===== config.mk =====
export PLATFORM = sky130hd
export DESIGN_NAME = march_bist
export DESIGN_NICKNAME = d
export VERILOG_FILES = /design/src/rtl/march_bist_pkg.sv /design/src/rtl/march_addr.sv /design/src/rtl/march_seq.sv /design/src/rtl/march_resp.sv /design/src/rtl/march_bist.sv
export SDC_FILE = /design/constraint.sdc
export NUM_CORES = 1
export LEC_CHECK = 0
export ABC_AREA = 1
export BUFFER_PORTS_ARGS = -buffer_cell sky130_fd_sc_hd__clkbuf_2
export CORE_ASPECT_RATIO = 1.75
export CORE_UTILIZATION = 38
export DETAILED_ROUTE_END_ITERATION = 6
export PLACE_DENSITY_LB_ADDON = 0.2
export SLEW_MARGIN = 5
export SYNTH_ARGS = -nofsm -noshare
export SYNTH_HDL_FRONTEND = slang
export SYNTH_SLANG_ARGS = --single-unit
export TNS_END_PERCENT = 1

===== constraint.sdc =====
create_clock -name clk -period 2.8 [get_ports clk]
set_input_delay 0.56 -clock clk [delete_from_list [all_inputs] [get_ports clk]]
set_output_delay 0.56 -clock clk [all_outputs]
set_load 0.01 [all_outputs]

===== src/rtl/march_bist_pkg.sv =====
package march_bist_pkg;

  localparam int ALG_W  = 3;
  localparam int ELEM_W = 3;
  localparam int OPI_W  = 2;

  // bit1 = write, bit0 = data / expected value
  typedef enum logic [1:0] {
    OP_R0 = 2'b00,
    OP_R1 = 2'b01,
    OP_W0 = 2'b10,
    OP_W1 = 2'b11
  } op_e;

  typedef enum logic [ALG_W-1:0] {
    ALG_MATS   = 3'd0,
    ALG_MATSP  = 3'd1,
    ALG_MATSPP = 3'd2,
    ALG_MX     = 3'd3,
    ALG_MCM    = 3'd4,
    ALG_MY     = 3'd5
  } alg_e;

  typedef struct packed {
    logic             down;
    logic [OPI_W-1:0] nops;
    op_e              op2;
    op_e              op1;
    op_e              op0;
  } elem_t;

  function automatic elem_t mk(logic d, logic [OPI_W-1:0] n, op_e a, op_e b, op_e c);
    elem_t r;
    r.down = d;
    r.nops = n;
    r.op0  = a;
    r.op1  = b;
    r.op2  = c;
    return r;
  endfunction

  function automatic alg_e norm_alg(logic [ALG_W-1:0] s);
    return (s > 3'd5) ? ALG_MATS : alg_e'(s);
  endfunction

  function automatic logic [ELEM_W-1:0] last_elem(alg_e a);
    case (a)
      ALG_MX, ALG_MY: return 3'd3;
      ALG_MCM:        return 3'd5;
      default:        return 3'd2;
    endcase
  endfunction

  // Element table: direction, op count and op list of element e of algorithm a
  function automatic elem_t elem_info(alg_e a, logic [ELEM_W-1:0] e);
    elem_t r;
    r = mk(1'b0, 2'd1, OP_R0, OP_R0, OP_R0);
    if (e == 3'd0) begin
      r = mk(1'b0, 2'd1, OP_W0, OP_R0, OP_R0);
    end else if (e == 3'd1) begin
      if (a == ALG_MY) r = mk(1'b0, 2'd3, OP_R0, OP_W1, OP_R1);
      else             r = mk(1'b0, 2'd2, OP_R0, OP_W1, OP_R0);
    end else begin
      case (a)
        ALG_MATS:   if (e == 3'd2) r = mk(1'b1, 2'd1, OP_R1, OP_R0, OP_R0);
        ALG_MATSP:  if (e == 3'd2) r = mk(1'b1, 2'd2, OP_R1, OP_W0, OP_R0);
        ALG_MATSPP: if (e == 3'd2) r = mk(1'b1, 2'd3, OP_R1, OP_W0, OP_R0);
        ALG_MX: begin
          if (e == 3'd2)      r = mk(1'b1, 2'd2, OP_R1, OP_W0, OP_R0);
          else if (e == 3'd3) r = mk(1'b0, 2'd1, OP_R0, OP_R0, OP_R0);
        end
        ALG_MY: begin
          if (e == 3'd2)      r = mk(1'b1, 2'd3, OP_R1, OP_W0, OP_R0);
          else if (e == 3'd3) r = mk(1'b0, 2'd1, OP_R0, OP_R0, OP_R0);
        end
        ALG_MCM: begin
          case (e)
            3'd2:    r = mk(1'b0, 2'd2, OP_R1, OP_W0, OP_R0);
            3'd3:    r = mk(1'b1, 2'd2, OP_R0, OP_W1, OP_R0);
            3'd4:    r = mk(1'b1, 2'd2, OP_R1, OP_W0, OP_R0);
            default: r = mk(1'b0, 2'd1, OP_R0, OP_R0, OP_R0);
          endcase
        end
        default: r = mk(1'b0, 2'd1, OP_R0, OP_R0, OP_R0);
      endcase
    end
    return r;
  endfunction

  function automatic logic elem_down(alg_e a, logic [ELEM_W-1:0] e);
    elem_t t;
    t = elem_info(a, e);
    return t.down;
  endfunction

endpackage


===== src/rtl/march_addr.sv =====
module march_addr
  import march_bist_pkg::*;
#(
  parameter int AW = 6
) (
  input  logic          clk,
  input  logic          rst_n,
  input  logic          start_acc,
  input  logic [AW-1:0] top_addr,
  input  logic          addr_load,
  input  logic          addr_step,
  input  logic          load_down,
  input  logic          busy,
  output logic [AW-1:0] addr,
  output logic          at_end
);

  logic [AW-1:0] top_q;
  logic [AW-1:0] addr_q;
  logic          dir_q;
  logic [AW-1:0] top_now;

  assign top_now = start_acc ? top_addr : top_q;
  assign at_end  = dir_q ? (addr_q == '0) : (addr_q == top_q);
  assign addr    = addr_q;

  always_ff @(posedge clk or negedge rst_n) begin
    if (!rst_n) begin
      top_q  <= '0;
      addr_q <= '0;
      dir_q  <= 1'b0;
    end else begin
      if (start_acc) top_q <= top_addr;
      if (addr_load) begin
        dir_q  <= load_down;
        addr_q <= load_down ? top_now : '0;
      end else if (addr_step) begin
        addr_q <= dir_q ? addr_q - 1'b1 : addr_q + 1'b1;
      end
    end
  end

  // the address never leaves 0..n-1 during a run
  a_r3_addr_in_range: assert property (@(posedge clk) disable iff (!rst_n)
    busy |-> addr_q <= top_q);

  // the sampled size stays fixed through a run
  a_r10_top_held: assert property (@(posedge clk) disable iff (!rst_n)
    busy && $past(busy) |-> $stable(top_q));

endmodule


===== src/rtl/march_seq.sv =====
module march_seq
  import march_bist_pkg::*;
(
  input  logic              clk,
  input  logic              rst_n,
  input  logic              start,
  input  logic [ALG_W-1:0]  alg_sel,
  input  logic              at_end,
  output logic              start_acc,
  output logic              issue,
  output op_e               cur_op,
  output logic [ELEM_W-1:0] elem_idx,
  output logic              addr_load,
  output logic              addr_step,
  output logic              load_down,
  output logic              done
);

  typedef enum logic [1:0] {S_IDLE, S_RUN, S_DRAIN} st_e;

  st_e               st_q;
  alg_e              alg_q;
  logic [ELEM_W-1:0] elem_q;
  logic [OPI_W-1:0]  opi_q;
  logic              done_q;

  elem_t cur;
  logic  last_op;
  logic  last_el;

  assign cur       = elem_info(alg_q, elem_q);
  assign last_op   = (opi_q == cur.nops - 2'd1);
  assign last_el   = (elem_q == last_elem(alg_q));
  assign start_acc = (st_q == S_IDLE) && start;
  assign issue     = (st_q == S_RUN);
  assign addr_step = issue && last_op && !at_end;
  assign addr_load = start_acc || (issue && last_op && at_end && !last_el);
  assign load_down = start_acc ? elem_down(norm_alg(alg_sel), 3'd0)
                               : elem_down(alg_q, elem_q + 3'd1);
  assign elem_idx  = elem_q;
  assign done      = done_q;

  always_comb begin
    case (opi_q)
      2'd0:    cur_op = cur.op0;
      2'd1:    cur_op = cur.op1;
      default: cur_op = cur.op2;
    endcase
  end

  always_ff @(posedge clk or negedge rst_n) begin
    if (!rst_n) begin
      st_q   <= S_IDLE;
      alg_q  <= ALG_MATS;
      elem_q <= '0;
      opi_q  <= '0;
      done_q <= 1'b0;
    end else begin
      done_q <= 1'b0;
      case (st_q)
        S_IDLE: begin
          if (start) begin
            alg_q  <= norm_alg(alg_sel);
            elem_q <= '0;
            opi_q  <= '0;
            st_q   <= S_RUN;
          end
        end
        S_RUN: begin
          if (last_op) begin
            opi_q <= '0;
            if (at_end) begin
              if (last_el) st_q <= S_DRAIN;
              else         elem_q <= elem_q + 3'd1;
            end
          end else begin
            opi_q <= opi_q + 2'd1;
          end
        end
        default: begin
          st_q   <= S_IDLE;
          done_q <= 1'b1;
        end
      endcase
    end
  end

  // done is a single-cycle pulse
  a_r8_done_pulse: assert property (@(posedge clk) disable iff (!rst_n)
    done_q |=> !done_q);

  // the op index stays inside the current element's list
  a_r2_op_in_list: assert property (@(posedge clk) disable iff (!rst_n)
    issue |-> opi_q < cur.nops);

  // the sampled algorithm stays fixed through a run
  a_r10_alg_held: assert property (@(posedge clk) disable iff (!rst_n)
    (st_q == S_RUN) && $past(st_q == S_RUN) |-> $stable(alg_q));

endmodule


===== src/rtl/march_resp.sv =====
module march_resp
  import march_bist_pkg::*;
#(
  parameter int AW = 6
) (
  input  logic              clk,
  input  logic              rst_n,
  input  logic              start_acc,
  input  logic              issue,
  input  op_e               cur_op,
  input  logic [AW-1:0]     addr,
  input  logic [ELEM_W-1:0] elem_idx,
  input  logic              ram_rdata,
  output logic              fail,
  output logic [AW-1:0]     fail_addr,
  output logic [ELEM_W-1:0] fail_elem
);

  logic              pend_q;
  logic              exp_q;
  logic [AW-1:0]     paddr_q;
  logic [ELEM_W-1:0] pelem_q;
  logic              fail_q;
  logic [AW-1:0]     faddr_q;
  logic [ELEM_W-1:0] felem_q;
  logic              mismatch;

  assign mismatch  = pend_q && (ram_rdata != exp_q);
  assign fail      = fail_q;
  assign fail_addr = faddr_q;
  assign fail_elem = felem_q;

  // expected bit and tag ride one stage to meet the RAM read latency
  always_ff @(posedge clk or negedge rst_n) begin
    if (!rst_n) begin
      pend_q  <= 1'b0;
      exp_q   <= 1'b0;
      paddr_q <= '0;
      pelem_q <= '0;
    end else begin
      pend_q  <= issue && !cur_op[1];
      exp_q   <= cur_op[0];
      paddr_q <= addr;
      pelem_q <= elem_idx;
    end
  end

  always_ff @(posedge clk or negedge rst_n) begin
    if (!rst_n) begin
      fail_q  <= 1'b0;
      faddr_q <= '0;
      felem_q <= '0;
    end else if (start_acc) begin
      fail_q  <= 1'b0;
      faddr_q <= '0;
      felem_q <= '0;
    end else if (mismatch && !fail_q) begin
      fail_q  <= 1'b1;
      faddr_q <= paddr_q;
      felem_q <= pelem_q;
    end
  end

  // any mismatch raises fail on the next cycle
  a_r6_mismatch_flags: assert property (@(posedge clk) disable iff (!rst_n)
    mismatch && !start_acc |=> fail_q);

  // the first capture is never overwritten
  a_r6_capture_kept: assert property (@(posedge clk) disable iff (!rst_n)
    fail_q && !start_acc |=> $stable(faddr_q) && $stable(felem_q));

  // fail stays until a start is accepted
  a_r9_fail_sticky: assert property (@(posedge clk) disable iff (!rst_n)
    fail_q && !start_acc |=> fail_q);

endmodule


===== src/rtl/march_bist.sv =====
module march_bist
  import march_bist_pkg::*;
#(
  parameter int AW = 6
) (
  input  logic              clk,
  input  logic              rst_n,
  input  logic              start,
  input  logic [ALG_W-1:0]  alg_sel,
  input  logic [AW-1:0]     top_addr,
  output logic              ram_en,
  output logic              ram_we,
  output logic [AW-1:0]     ram_addr,
  output logic              ram_wdata,
  input  logic              ram_rdata,
  output logic              done,
  output logic              fail,
  output logic [AW-1:0]     fail_addr,
  output logic [ELEM_W-1:0] fail_elem
);

  logic              start_acc;
  logic              issue;
  op_e               cur_op;
  logic [ELEM_W-1:0] elem_idx;
  logic              addr_load;
  logic              addr_step;
  logic              load_down;
  logic [AW-1:0]     addr;
  logic              at_end;

  march_seq u_seq (
    .clk       (clk),
    .rst_n     (rst_n),
    .start     (start),
    .alg_sel   (alg_sel),
    .at_end    (at_end),
    .start_acc (start_acc),
    .issue     (issue),
    .cur_op    (cur_op),
    .elem_idx  (elem_idx),
    .addr_load (addr_load),
    .addr_step (addr_step),
    .load_down (load_down),
    .done      (done)
  );

  march_addr #(.AW(AW)) u_addr (
    .clk       (clk),
    .rst_n     (rst_n),
    .start_acc (start_acc),
    .top_addr  (top_addr),
    .addr_load (addr_load),
    .addr_step (addr_step),
    .load_down (load_down),
    .busy      (issue),
    .addr      (addr),
    .at_end    (at_end)
  );

  march_resp #(.AW(AW)) u_resp (
    .clk       (clk),
    .rst_n     (rst_n),
    .start_acc (start_acc),
    .issue     (issue),
    .cur_op    (cur_op),
    .addr      (addr),
    .elem_idx  (elem_idx),
    .ram_rdata (ram_rdata),
    .fail      (fail),
    .fail_addr (fail_addr),
    .fail_elem (fail_elem)
  );

  assign ram_en    = issue;
  assign ram_we    = issue && cur_op[1];
  assign ram_wdata = cur_op[0];
  assign ram_addr  = addr;

  // no RAM operation while done is reported
  a_r2_quiet_at_done: assert property (@(posedge clk) disable iff (!rst_n)
    done |-> !ram_en);

endmodule


==> results.cfg <==
[global_routing]
grt_pass1_wl_mm = 9.80
antenna_found_initial = 0
grt-ovfl-total = 0
grt_max_degree = 39
grt.total_usage_pct = 18.1
grt_pass1_vias = 2108

[cts]
clock_path_buffers = 2
cts_tree = yes
root_buffer = clkbuf_16
cts_made_buffers = 5
clkLatencyLatePin_ps = 290
hold_buffers = 0
cts_resized = 0
cts_setup_buffers = 0
cts_max_level = 2
clkSlewWorstSetupHoldPaths_ps = 70
clkSinkCount = 45

[synthesis]
synth.distinct_cells = 35
syn_area_um2 = 2580
netlist_top_cells_count = 73 x nand2_1, 50 x nand3_1, 45 x dfrtp_1
synth_area_leaders = dfrtp_1 44%, nand2_1 11%, nand3_1 9.7%
synth-xor-area-share_pct = 2.71
synthMuxAreaShare_pct = 0
async_reset_ff_share_pct = 100
yosys.area_share.simple_pct = 32.2
ys.flop_type = dfrtp_1
synthAdderAreaFrac_pct = 7.07
ys.warnings.count = 0
synth_compound_area_share_pct = 6.58
synth_top_family_by_area = simple AND/OR/NAND/NOR gates
synth_top_area_cell = dfrtp_1
ys_seq_area_share_pct = 43.6
yosysMostFrequentCell = nand2_1
netlist.area_leader.share_pct = 43.6
avgSynthCellArea_um2 = 8.15
synth_nets = 344
ys_ff_latch = 45
synthCells = 317
synth_edf_count = 0

[setup_path]
critPathKind = flip-flop to output pin
crit_path_end_kind = output pin
max_stage_delay_ps = 430
critPathMaxFanout = 6
reg2reg_to = u_addr.addr[4]
crit_path_cell_trace = inv_1 -> ha_1 -> nand2_2 -> nand3_1 -> nand2_1 -> nand3_2 -> nand2_2 -> o22ai_1 -> inv_1 -> nor2_1 -> clkbuf_2
crit_path_start_kind = flip-flop
r2r_cells = 15
cp_slowest_cell = dfrtp_1
crit_family = simple AND/OR/NAND/NOR gates
rrSetupSlack_ps = 600
worst-path-buf-inv = 3
reg2reg_from = u_seq.elem_idx[0]
crit_required_ps = 2240
cp.arrival_ps = 1930

[routing]
num_vias = 2121
drc = 0
first_pass_iters = 6
dr.first_iter.drc_count = 88
ant_nets = 0
vias_per_cell = 4.88
totalWireLength_mm = 5.72
wl_per_cell_um = 13.1

[run_status]
status = completed

[placement]
port_buffers = 32
place.gp.congestion = 0.946
hpwl_mm = 4.39
placed_area_um2 = 2820
dp_cells = 427

[timing]
final.min_clock_period_ps = 2490
setup_viol = 0
fmax_mhz = 401
drv_slew = 0
rsz0062_at_grt = false
hold_violations = 0
slew_headroom_pct = 71.4
finalSetupTns_ps = 0
tightest_slew_ps = 428
finClkSkew_ps = 6.03
fin_crit_sh_pct = 89.0

[floorplanning]
die_x_um = 64.3
die_area_um2 = 7150
io_pins = 33
start_util_pct = 39.5
row_count = 39
core-area_um2 = 6540
fp.dieH_um = 111

[finish]
antennaDiodeCount = 0
final_nets = 379
drive_above_1_share_pct = 21.8
stdcell_count = 435
post-route-cell-area_um2 = 2970
area_growth_pct = 15.1
nFillCells = 690

[hold_path]
worstHoldPathType = primary input to async pin

[power]
ir_drop_mv = 0.200
power_density_nw_per_um2 = 428
power_mw = 1.27
p_leak_nw = 1.62

[flow_run]
cap_violations = 0
[kinds of logic (layout without fill, tap and decap cells)]
| group | after synthesis | count (layout) |
|---|---|---|
| AND/OR/NAND/NOR | 170 | 170 |
| buffers and inverters | 48 | 84 |
| flip-flops | 45 | 45 |
| AO/OA/AOI/OAI | 32 | 32 |
| adder cells (fa/ha/maj) | 14 | 14 |
| XOR/XNOR | 8 | 8 |
[area by class of cell]
class / count / area [um2] / share of cell area [%]
timing repair buffer: 35 / 183 / 6.14
clock inverter: 3 / 25.0 / 0.841
tap: 82 / 103 / 3.45
multi-input combinational: 224 / 1260 / 42.2
inverter: 41 / 156 / 5.26
sequential: 45 / 1130 / 37.9
clock buffer: 5 / 125 / 4.21
[per-stage QoR]
step | setup WS, ps | hold WS, ps | util (%)
global route | 107 | 175 | 45.5
detailed placement | 597 | 425 | 43.2
CTS | 278 | 161 | 45.5
finish | 308 | 153 | 45.5
global placement | 607 | 417 | 43.2
floorplan | 809 | 264 | -
[cells in the final DEF, fill, tap and decap left out, types with 13 or more instances in the layout]
cell type,count
nor2_1,14
nand2_2,13
o21ai_0,17
dfrtp_1,45
ha_1,13
nand3_1,50
clkbuf_2,32
inv_1,34
nand2_1,73
[worst reg2reg max path, stage by stage, from the launching register on]
cell	delay [ps]
dfrtp_1	430
inv_1	200
ha_1	240
nand3_1	90
a21boi_1	180
nand2_1	70
nand2_1	80
nand2_1	60
nand2_2	80
nand2_4	70
nand3_4	120
nand2_4	140
inv_4	150
nand2_4	80
nand2_1	70
nand2_1	50
[sequential cells by signal, summed over array words and instances, names as in the netlist]
name              count
u_resp.pelem_q        3
u_resp.paddr_q        6
u_seq.st_q            2
u_resp.fail           1
u_seq.done            1
u_seq.elem_idx        3
u_seq.opi_q           2
u_seq.alg_q           3
u_resp.fail_addr      6
u_resp.pend_q         1
u_addr.top_q          6
u_resp.exp_q          1
u_addr.addr           6
u_resp.fail_elem      3
u_addr.dir_q          1
[worst max-delay path by stage]
stage / startpoint / end / slack, ps / cells after the start
after CTS: u_seq.elem_idx[0] / ram_we / 280 / 11
after global routing: u_seq.elem_idx[0] / ram_we / 110 / 11
after detailed placement: u_seq.elem_idx[0] / u_addr.addr[5] / 600 / 15
after floorplan: u_seq.elem_idx[0] / ram_we / 810 / 10
final: u_seq.elem_idx[0] / ram_we / 310 / 11
after global placement: u_seq.elem_idx[0] / ram_we / 610 / 11
[power breakdown]
part           internal [mW]  switching (mW)
Clock                  0.337           0.264
Combinational        0.00738          0.0156
Sequential             0.650               0
[routing by layer]
metal / vias to the layer above / GRT usage [%] / part of all wire [%]
met3: 23 / 3.60 / 4.0
met2: 54 / 30.3 / 50
li1: 1089 / - / -
met1: 955 / 19.8 / 40
met4: 0 / 12.9 / 6.2
met5: - / 0 / 0
(Power assumes the default switching activity.)
